[src/rtl/rxq_pkg.sv]
package rxq_pkg;
    parameter int unsigned RX_DW = 8;

    typedef enum logic [1:0] {
        ST_IDLE,
        ST_START,
        ST_DATA,
        ST_STOP
    } rx_state_e;

    typedef struct packed {
        logic             ferr;
        logic             bit9;
        logic [RX_DW-1:0] data;
    } rx_word_t;
endpackage

[src/rtl/rx_sampler.sv]
module rx_sampler
    import rxq_pkg::*;
#(
    parameter int unsigned OSR = 16
) (
    input  logic     clk,
    input  logic     rst_n,
    input  logic     run,
    input  logic     tick,
    input  logic     line,
    input  logic     nine,
    output logic     frm_valid,
    output rx_word_t frm_word
);
    localparam int unsigned CW = $clog2(OSR);
    localparam int unsigned BW = $clog2(RX_DW + 1);
    localparam logic [CW-1:0] V0   = CW'(OSR / 2 - 1);
    localparam logic [CW-1:0] V1   = CW'(OSR / 2);
    localparam logic [CW-1:0] V2   = CW'(OSR / 2 + 1);
    localparam logic [CW-1:0] LAST = CW'(OSR - 1);

    rx_state_e      state, state_n;
    logic [CW-1:0]  cnt;
    logic [BW-1:0]  bitn;
    logic [BW-1:0]  last_bit;
    logic           v0, v1;
    logic [RX_DW:0] sh;
    logic           maj;

    assign maj      = (v0 & v1) | (v0 & line) | (v1 & line);
    assign last_bit = nine ? BW'(RX_DW) : BW'(RX_DW - 1);

    always_comb begin
        state_n = state;
        if (!run) begin
            state_n = ST_IDLE;
        end else if (tick) begin
            unique case (state)
                ST_IDLE:  if (!line) state_n = ST_START;
                ST_START: begin
                    if (cnt == V2 && maj)  state_n = ST_IDLE;
                    else if (cnt == LAST)  state_n = ST_DATA;
                end
                ST_DATA:  if (cnt == LAST && bitn == last_bit) state_n = ST_STOP;
                ST_STOP:  if (cnt == V2) state_n = ST_IDLE;
            endcase
        end
    end

    always_ff @(posedge clk or negedge rst_n) begin
        if (!rst_n) state <= ST_IDLE;
        else        state <= state_n;
    end

    always_ff @(posedge clk or negedge rst_n) begin
        if (!rst_n) begin
            cnt       <= '0;
            bitn      <= '0;
            v0        <= 1'b1;
            v1        <= 1'b1;
            sh        <= '0;
            frm_valid <= 1'b0;
            frm_word  <= '0;
        end else begin
            frm_valid <= 1'b0;
            if (!run) begin
                cnt  <= '0;
                bitn <= '0;
            end else if (tick) begin
                if (state == ST_IDLE) begin
                    cnt <= line ? '0 : CW'(1);
                end else begin
                    cnt <= (cnt == LAST) ? '0 : cnt + CW'(1);
                    if (cnt == V0) v0 <= line;
                    if (cnt == V1) v1 <= line;
                    if (state == ST_START && cnt == V2 && maj) cnt <= '0;
                    if (state == ST_START && cnt == LAST) bitn <= '0;
                    if (state == ST_DATA && cnt == V2) sh <= {maj, sh[RX_DW:1]};
                    if (state == ST_DATA && cnt == LAST) bitn <= bitn + BW'(1);
                    if (state == ST_STOP && cnt == V2) begin
                        frm_valid     <= 1'b1;
                        frm_word.data <= nine ? sh[RX_DW-1:0] : sh[RX_DW:1];
                        frm_word.bit9 <= nine & sh[RX_DW];
                        frm_word.ferr <= ~maj;
                        cnt           <= '0;
                    end
                end
            end
        end
    end

    // a finished frame is flagged for exactly one cycle
    assert_frame_pulse_R2: assert property (@(posedge clk) disable iff (!rst_n)
        frm_valid |=> !frm_valid);

    // no frame leaves the sampler unless receive was enabled on the edge before
    assert_frame_needs_run_R8: assert property (@(posedge clk) disable iff (!rst_n)
        frm_valid |-> $past(run));
endmodule

[src/rtl/rx_fifo.sv]
module rx_fifo
    import rxq_pkg::*;
#(
    parameter int unsigned DEPTH = 2
) (
    input  logic                       clk,
    input  logic                       rst_n,
    input  logic                       push,
    input  rx_word_t                   wr_word,
    input  logic                       pop,
    output rx_word_t                   head_word,
    output logic [$clog2(DEPTH+1)-1:0] occ
);
    localparam int unsigned PW = $clog2(DEPTH);
    localparam int unsigned OW = $clog2(DEPTH + 1);
    localparam logic [PW-1:0] PMAX = PW'(DEPTH - 1);

    rx_word_t      mem [DEPTH];
    logic [PW-1:0] wr_ptr, rd_ptr;
    logic          pop_ok;

    assign pop_ok    = pop && (occ != '0);
    assign head_word = mem[rd_ptr];

    always_ff @(posedge clk or negedge rst_n) begin
        if (!rst_n) begin
            wr_ptr <= '0;
            rd_ptr <= '0;
            occ    <= '0;
            for (int i = 0; i < DEPTH; i++) mem[i] <= '0;
        end else begin
            if (push) begin
                mem[wr_ptr] <= wr_word;
                wr_ptr      <= (wr_ptr == PMAX) ? '0 : wr_ptr + PW'(1);
            end
            if (pop_ok) rd_ptr <= (rd_ptr == PMAX) ? '0 : rd_ptr + PW'(1);
            occ <= occ + OW'(push) - OW'(pop_ok);
        end
    end

    assert_occ_bound_R4: assert property (@(posedge clk) disable iff (!rst_n)
        occ <= OW'(DEPTH));

    assert_pop_empty_R4: assert property (@(posedge clk) disable iff (!rst_n)
        (occ == '0 && !push) |=> occ == '0);
endmodule

[src/rtl/async_rx_fifo.sv]
module async_rx_fifo
    import rxq_pkg::*;
#(
    parameter int unsigned OSR   = 16,
    parameter int unsigned DEPTH = 2
) (
    input  logic             clk,
    input  logic             rst_n,
    input  logic             rx_en,
    input  logic             nine_bit,
    input  logic             os_tick,
    input  logic             rx_line,
    input  logic             rd_pop,
    output logic             rx_avail,
    output logic [RX_DW-1:0] rx_data,
    output logic             rx_bit9,
    output logic             rx_ferr,
    output logic             rx_ovr
);
    localparam int unsigned OW = $clog2(DEPTH + 1);
    localparam logic [OW-1:0] FULL = OW'(DEPTH);

    logic          frm_valid;
    rx_word_t      frm_word, head;
    logic [OW-1:0] occ;
    logic          push, ovr_set, ovr_q;

    rx_sampler #(.OSR(OSR)) u_smp (
        .clk(clk), .rst_n(rst_n), .run(rx_en), .tick(os_tick),
        .line(rx_line), .nine(nine_bit),
        .frm_valid(frm_valid), .frm_word(frm_word)
    );

    assign push    = frm_valid && rx_en && !ovr_q && (occ < FULL);
    assign ovr_set = frm_valid && rx_en && !ovr_q && (occ == FULL);

    rx_fifo #(.DEPTH(DEPTH)) u_q (
        .clk(clk), .rst_n(rst_n), .push(push), .wr_word(frm_word),
        .pop(rd_pop), .head_word(head), .occ(occ)
    );

    always_ff @(posedge clk or negedge rst_n) begin
        if (!rst_n)       ovr_q <= 1'b0;
        else if (!rx_en)  ovr_q <= 1'b0;
        else if (ovr_set) ovr_q <= 1'b1;
    end

    assign rx_avail = (occ != '0);
    assign rx_data  = head.data;
    assign rx_bit9  = head.bit9;
    assign rx_ferr  = head.ferr;
    assign rx_ovr   = ovr_q;

    assert_ovr_sticky_R7: assert property (@(posedge clk) disable iff (!rst_n)
        (ovr_q && rx_en) |=> ovr_q);

    assert_no_fill_on_ovr_R7: assert property (@(posedge clk) disable iff (!rst_n)
        (ovr_q && rx_en) |=> occ <= $past(occ));

    assert_ovr_clear_R8: assert property (@(posedge clk) disable iff (!rst_n)
        !rx_en |=> !ovr_q);

    assert_avail_fall_R4: assert property (@(posedge clk) disable iff (!rst_n)
        $fell(rx_avail) |-> $past(rd_pop));

    assert_ovr_needs_full_R6: assert property (@(posedge clk) disable iff (!rst_n)
        $rose(ovr_q) |-> $past(occ) == FULL);
endmodule

[config.mk]
export PLATFORM = sky130hd
export DESIGN_NAME = async_rx_fifo
export DESIGN_NICKNAME = d
export VERILOG_FILES = /design/src/rtl/rxq_pkg.sv /design/src/rtl/rx_sampler.sv /design/src/rtl/rx_fifo.sv /design/src/rtl/async_rx_fifo.sv
export SDC_FILE = /design/constraint.sdc
export NUM_CORES = 1
export LEC_CHECK = 0
export BUFFER_PORTS_ARGS = -buffer_cell sky130_fd_sc_hd__buf_2
export CAP_MARGIN = 20
export CORE_MARGIN = 2
export CORE_UTILIZATION = 39
export CTS_CLUSTER_DIAMETER = 200
export CTS_CLUSTER_SIZE = 16
export DETAILED_ROUTE_END_ITERATION = 8
export GPL_TIMING_DRIVEN = 0
export PLACE_DENSITY_LB_ADDON = 0.1
export SLEW_MARGIN = 20
export SYNTH_ARGS = -nofsm -noshare
export SYNTH_HDL_FRONTEND = slang
export SYNTH_SLANG_ARGS = --single-unit
[constraint.sdc]
create_clock -name clk -period 4.1 [get_ports clk]
set_clock_uncertainty 0.15 [all_clocks]
set_input_delay 0.615 -clock clk [delete_from_list [all_inputs] [get_ports clk]]
set_output_delay 0.615 -clock clk [all_outputs]
set_load 0.005 [all_outputs]
==> results.toml <==
[sta]
final-hold-violation-count = 0
fin_crit_ns = 2.47
totalNegativeSetupSlack_ns = 0
rsz0062_at_grt = "false"
slew_headroom_pct = 49.7
slew_viol_final = 0
post-route-period-util_pct = 60.2
fmax_ghz = 0.405
worstMarginPinSlew_ns = 0.749
setup_violations = 0

[synth]
synth-async-reset-ratio_pct = 100
synth_edf_count = 0
synth.largest_area_cell = "dfrtp_1"
syn-cell-area_sq_um = 2780
avgSynthCellArea_sq_um = 11.8
syn-num-nets = 249
ys_ff_latch = 57
synthCells = 236
yosysWarnings = 0
ys.flop_type = "dfrtp_1"
yosys-top-cells-area = "dfrtp_1 (50%), mux2_2 (17%), mux2i_1 (3.2%)"
yosysUniqueCellTypes = 44
synth_commonest_cells = "dfrtp_1 (55), mux2_2 (41), nand2_1 (19)"
synth.most_common_cell = "dfrtp_1"
ys_seq_area_share_pct = 51.5
synth_top_area_share_pct = 49.6

[floorplanning]
core_area_sq_um = 6830
die_w_um = 88.4
ioPinCount = 19
initial_core_util_pct = 40.6
die_h_um = 88.4
dieArea_sq_um = 7810
fp-row-count = 30

[clock_network]
postCtsSetupRepairBufs = 0
tritoncts = "yes"
cts_hold_buf = 0
insertion_delay_ns = 0.33
htreeDepth = 3
ctsResizeCount = 0
cts_sinks = 57
cts.reportedPaths.clkPinSlew_ns = 0.06
clockBufferDepth = 2
root_buffer = "clkbuf_8"
cts_buffers = 9

[power_and_ir_drop]
internal_power_mw = 0.924
combPwrFrac_pct = 12.8
cellPowerDensity_nw_per_um2 = 395
switching_share_pct = 26.3
power_leakage_nw = 1.51
p_seq_share_pct = 48.3
irDropWorstVdd_mv = 0.209
clkPwrFrac_pct = 38.9
p_switching_mw = 0.329

[flow_run]
maxCapViolCount = 0

[layout]
nets = 278
num_antenna_cells = 0
area_growth_pct = 14.3
drive_gt1_share_pct = 33.5
finalNonFillerCells = 365

[grt]
grt_max_degree = 58
antenna_found_initial = 0
overflow = 0
grt_use_total_pct = 14.7
grt_pass1_wl_um = 8620
grt_pass1_vias = 1778

[routing]
via_count = 1811
avgViaCountPerCell = 4.96
drcViolationCount = 0
drtAntennaViolNets = 0
routed_wl_um = 4950
wl_per_cell_um = 13.5
drtPass1Iterations = 4
dr.first_iter.drc_count = 89

[status]
status = "finished clean"

[setup_path]
cp_max_fo = 10
critPathLaunchType = "flop"
worstSetupPathType = "flop to primary output"
worstPathArrival_ns = 1.70
cpPeakStageDelay_ns = 0.49
slowest_stage = "clkbuf_1"
path_cells = "clkbuf_1, mux2_2, buf_2"
endpoint_kind = "primary output"
required_ns = 3.34

[place]
place_hpwl_um = 3320
place_inst = 350
io_buffer_count = 18
gp_congestion = 0.810

[min_path]
min-delay-path-class = "input pin to async pin"
-- cells in the final DEF, fill, tap and decap left out, types with 2 or more instances in the layout --
cell type / count
xnor2_1: 3
dfstp_2: 2
o22ai_1: 2
dfrtp_1: 55
a211oi_1: 2
clkinv_2: 3
a22o_1: 2
nand4_1: 4
inv_1: 10
a21oi_1: 3
xor2_1: 2
clkinvlp_4: 2
buf_2: 23
nand2_1: 19
nor4_1: 2
nor2_1: 6
and2_1: 4
nand2b_1: 2
clkbuf_8: 9
clkbuf_1: 4
nor3_1: 3
mux2i_1: 9
o21ai_0: 15
mux2_2: 41
nor3b_1: 2
ha_1: 6
nand2_2: 2
nor2b_1: 4
nand3_1: 6
a21boi_0: 3
-- power by group through the flow --
stage	Combinational [mW]	Clock, mW	Sequential, mW
2_1_floorplan	0.116	0	0.611
3_3_place_gp	0.164	0	0.615
3_5_place_dp	0.165	0	0.615
4_1_cts	0.165	0.512	0.605
5_1_grt	0.183	0.536	0.608
6_report	0.160	0.488	0.605
-- metrics by stage --
stage          setup WS [ns]  total power, mW  hold WS [ns]  util, %  instance area (sq um)
2_1_floorplan           2.17            0.727         0.169        -                   2780
3_3_place_gp            1.89            0.780         0.332     43.7                   2990
3_5_place_dp            1.89            0.780         0.338     43.8                   2990
4_1_cts                 1.57             1.28         0.210     46.4                   3170
5_1_grt                 1.50             1.33         0.242     46.4                   3170
6_report                1.63             1.25         0.181     46.4                   3170
-- routing by layer --
metal | vias up | track usage, % | wire length, um
li1 | 890 | - | -
met1 | 882 | 18.7 | 2310
met2 | 32 | 21.9 | 2300
met3 | 7 | 6.44 | 250
met4 | 0 | 5.92 | 87
met5 | - | 0 | 0
-- cell type report --
| class | instances | area, sq um |
|---|---|---|
| clock inverters | 6 | 60.1 |
| flip-flops and latches | 57 | 1430 |
| inverters | 10 | 37.5 |
| plain buffers | 10 | 45.0 |
| clock buffers | 9 | 124 |
| multi-input cells | 159 | 1260 |
| well taps | 96 | 120 |
| repair buffers | 18 | 92.6 |
| fillers | 669 | 3660 |
-- cell families (layout without fill, tap and decap cells) --
group                      Yosys count  after routing  share of synthesized area, %
AOI/OAI and AO/OA                   35             35                          8.29
xor gates and xnor gates             5              5                          1.58
adders and majority gates            7              7                          3.06
buffers and inverters               20             53                          2.97
DFF                                 57             57                          51.5
muxes                               50             50                          19.9
and+or+nand+nor                     62             62                          12.8
-- registers in the layout (all words and copies together) (netlist names) --
register,flops
rx_ovr,1
u_smp.frm_word,10
u_smp.v1,1
u_smp.bitn,4
u_smp.v0,1
u_q.wr_ptr,1
u_q.occ,2
u_q.mem,20
u_smp.frm_valid,1
u_q.rd_ptr,1
u_smp.state,2
u_smp.sh,9
u_smp.cnt,4
-- worst max-delay path, delay by kind of cell (launching register included) --
family                 cells  cell delay (ns)
multiplexers               1             0.41
buffers and inverters      2             0.62
flip-flops                 1             0.35
-- path summary, 6_finish.rpt --
check                                               from                         to  slack (ns)  cells after the start
worst max-delay path              u_q.rd_ptr$_DFFE_PN0P_                 rx_data[7]        1.63                      3
worst min-delay path                               rst_n     u_q.mem[9]$_DFFE_PN0P_        0.18                      1
worst max register to register  u_smp.cnt[0]$_DFFE_PN0P_  u_smp.bitn[2]$_DFFE_PN0P_        2.09                      5
worst min register to register    u_q.mem[4]$_DFFE_PN0P_     u_q.mem[4]$_DFFE_PN0P_        0.35                      1
max in group asynchronous                          rst_n    u_smp.sh[2]$_DFFE_PN0P_        3.14                      1
min in group clk                  u_q.mem[4]$_DFFE_PN0P_     u_q.mem[4]$_DFFE_PN0P_        0.35                      1
No activity file was read; power rests on OpenSTA's default activity.
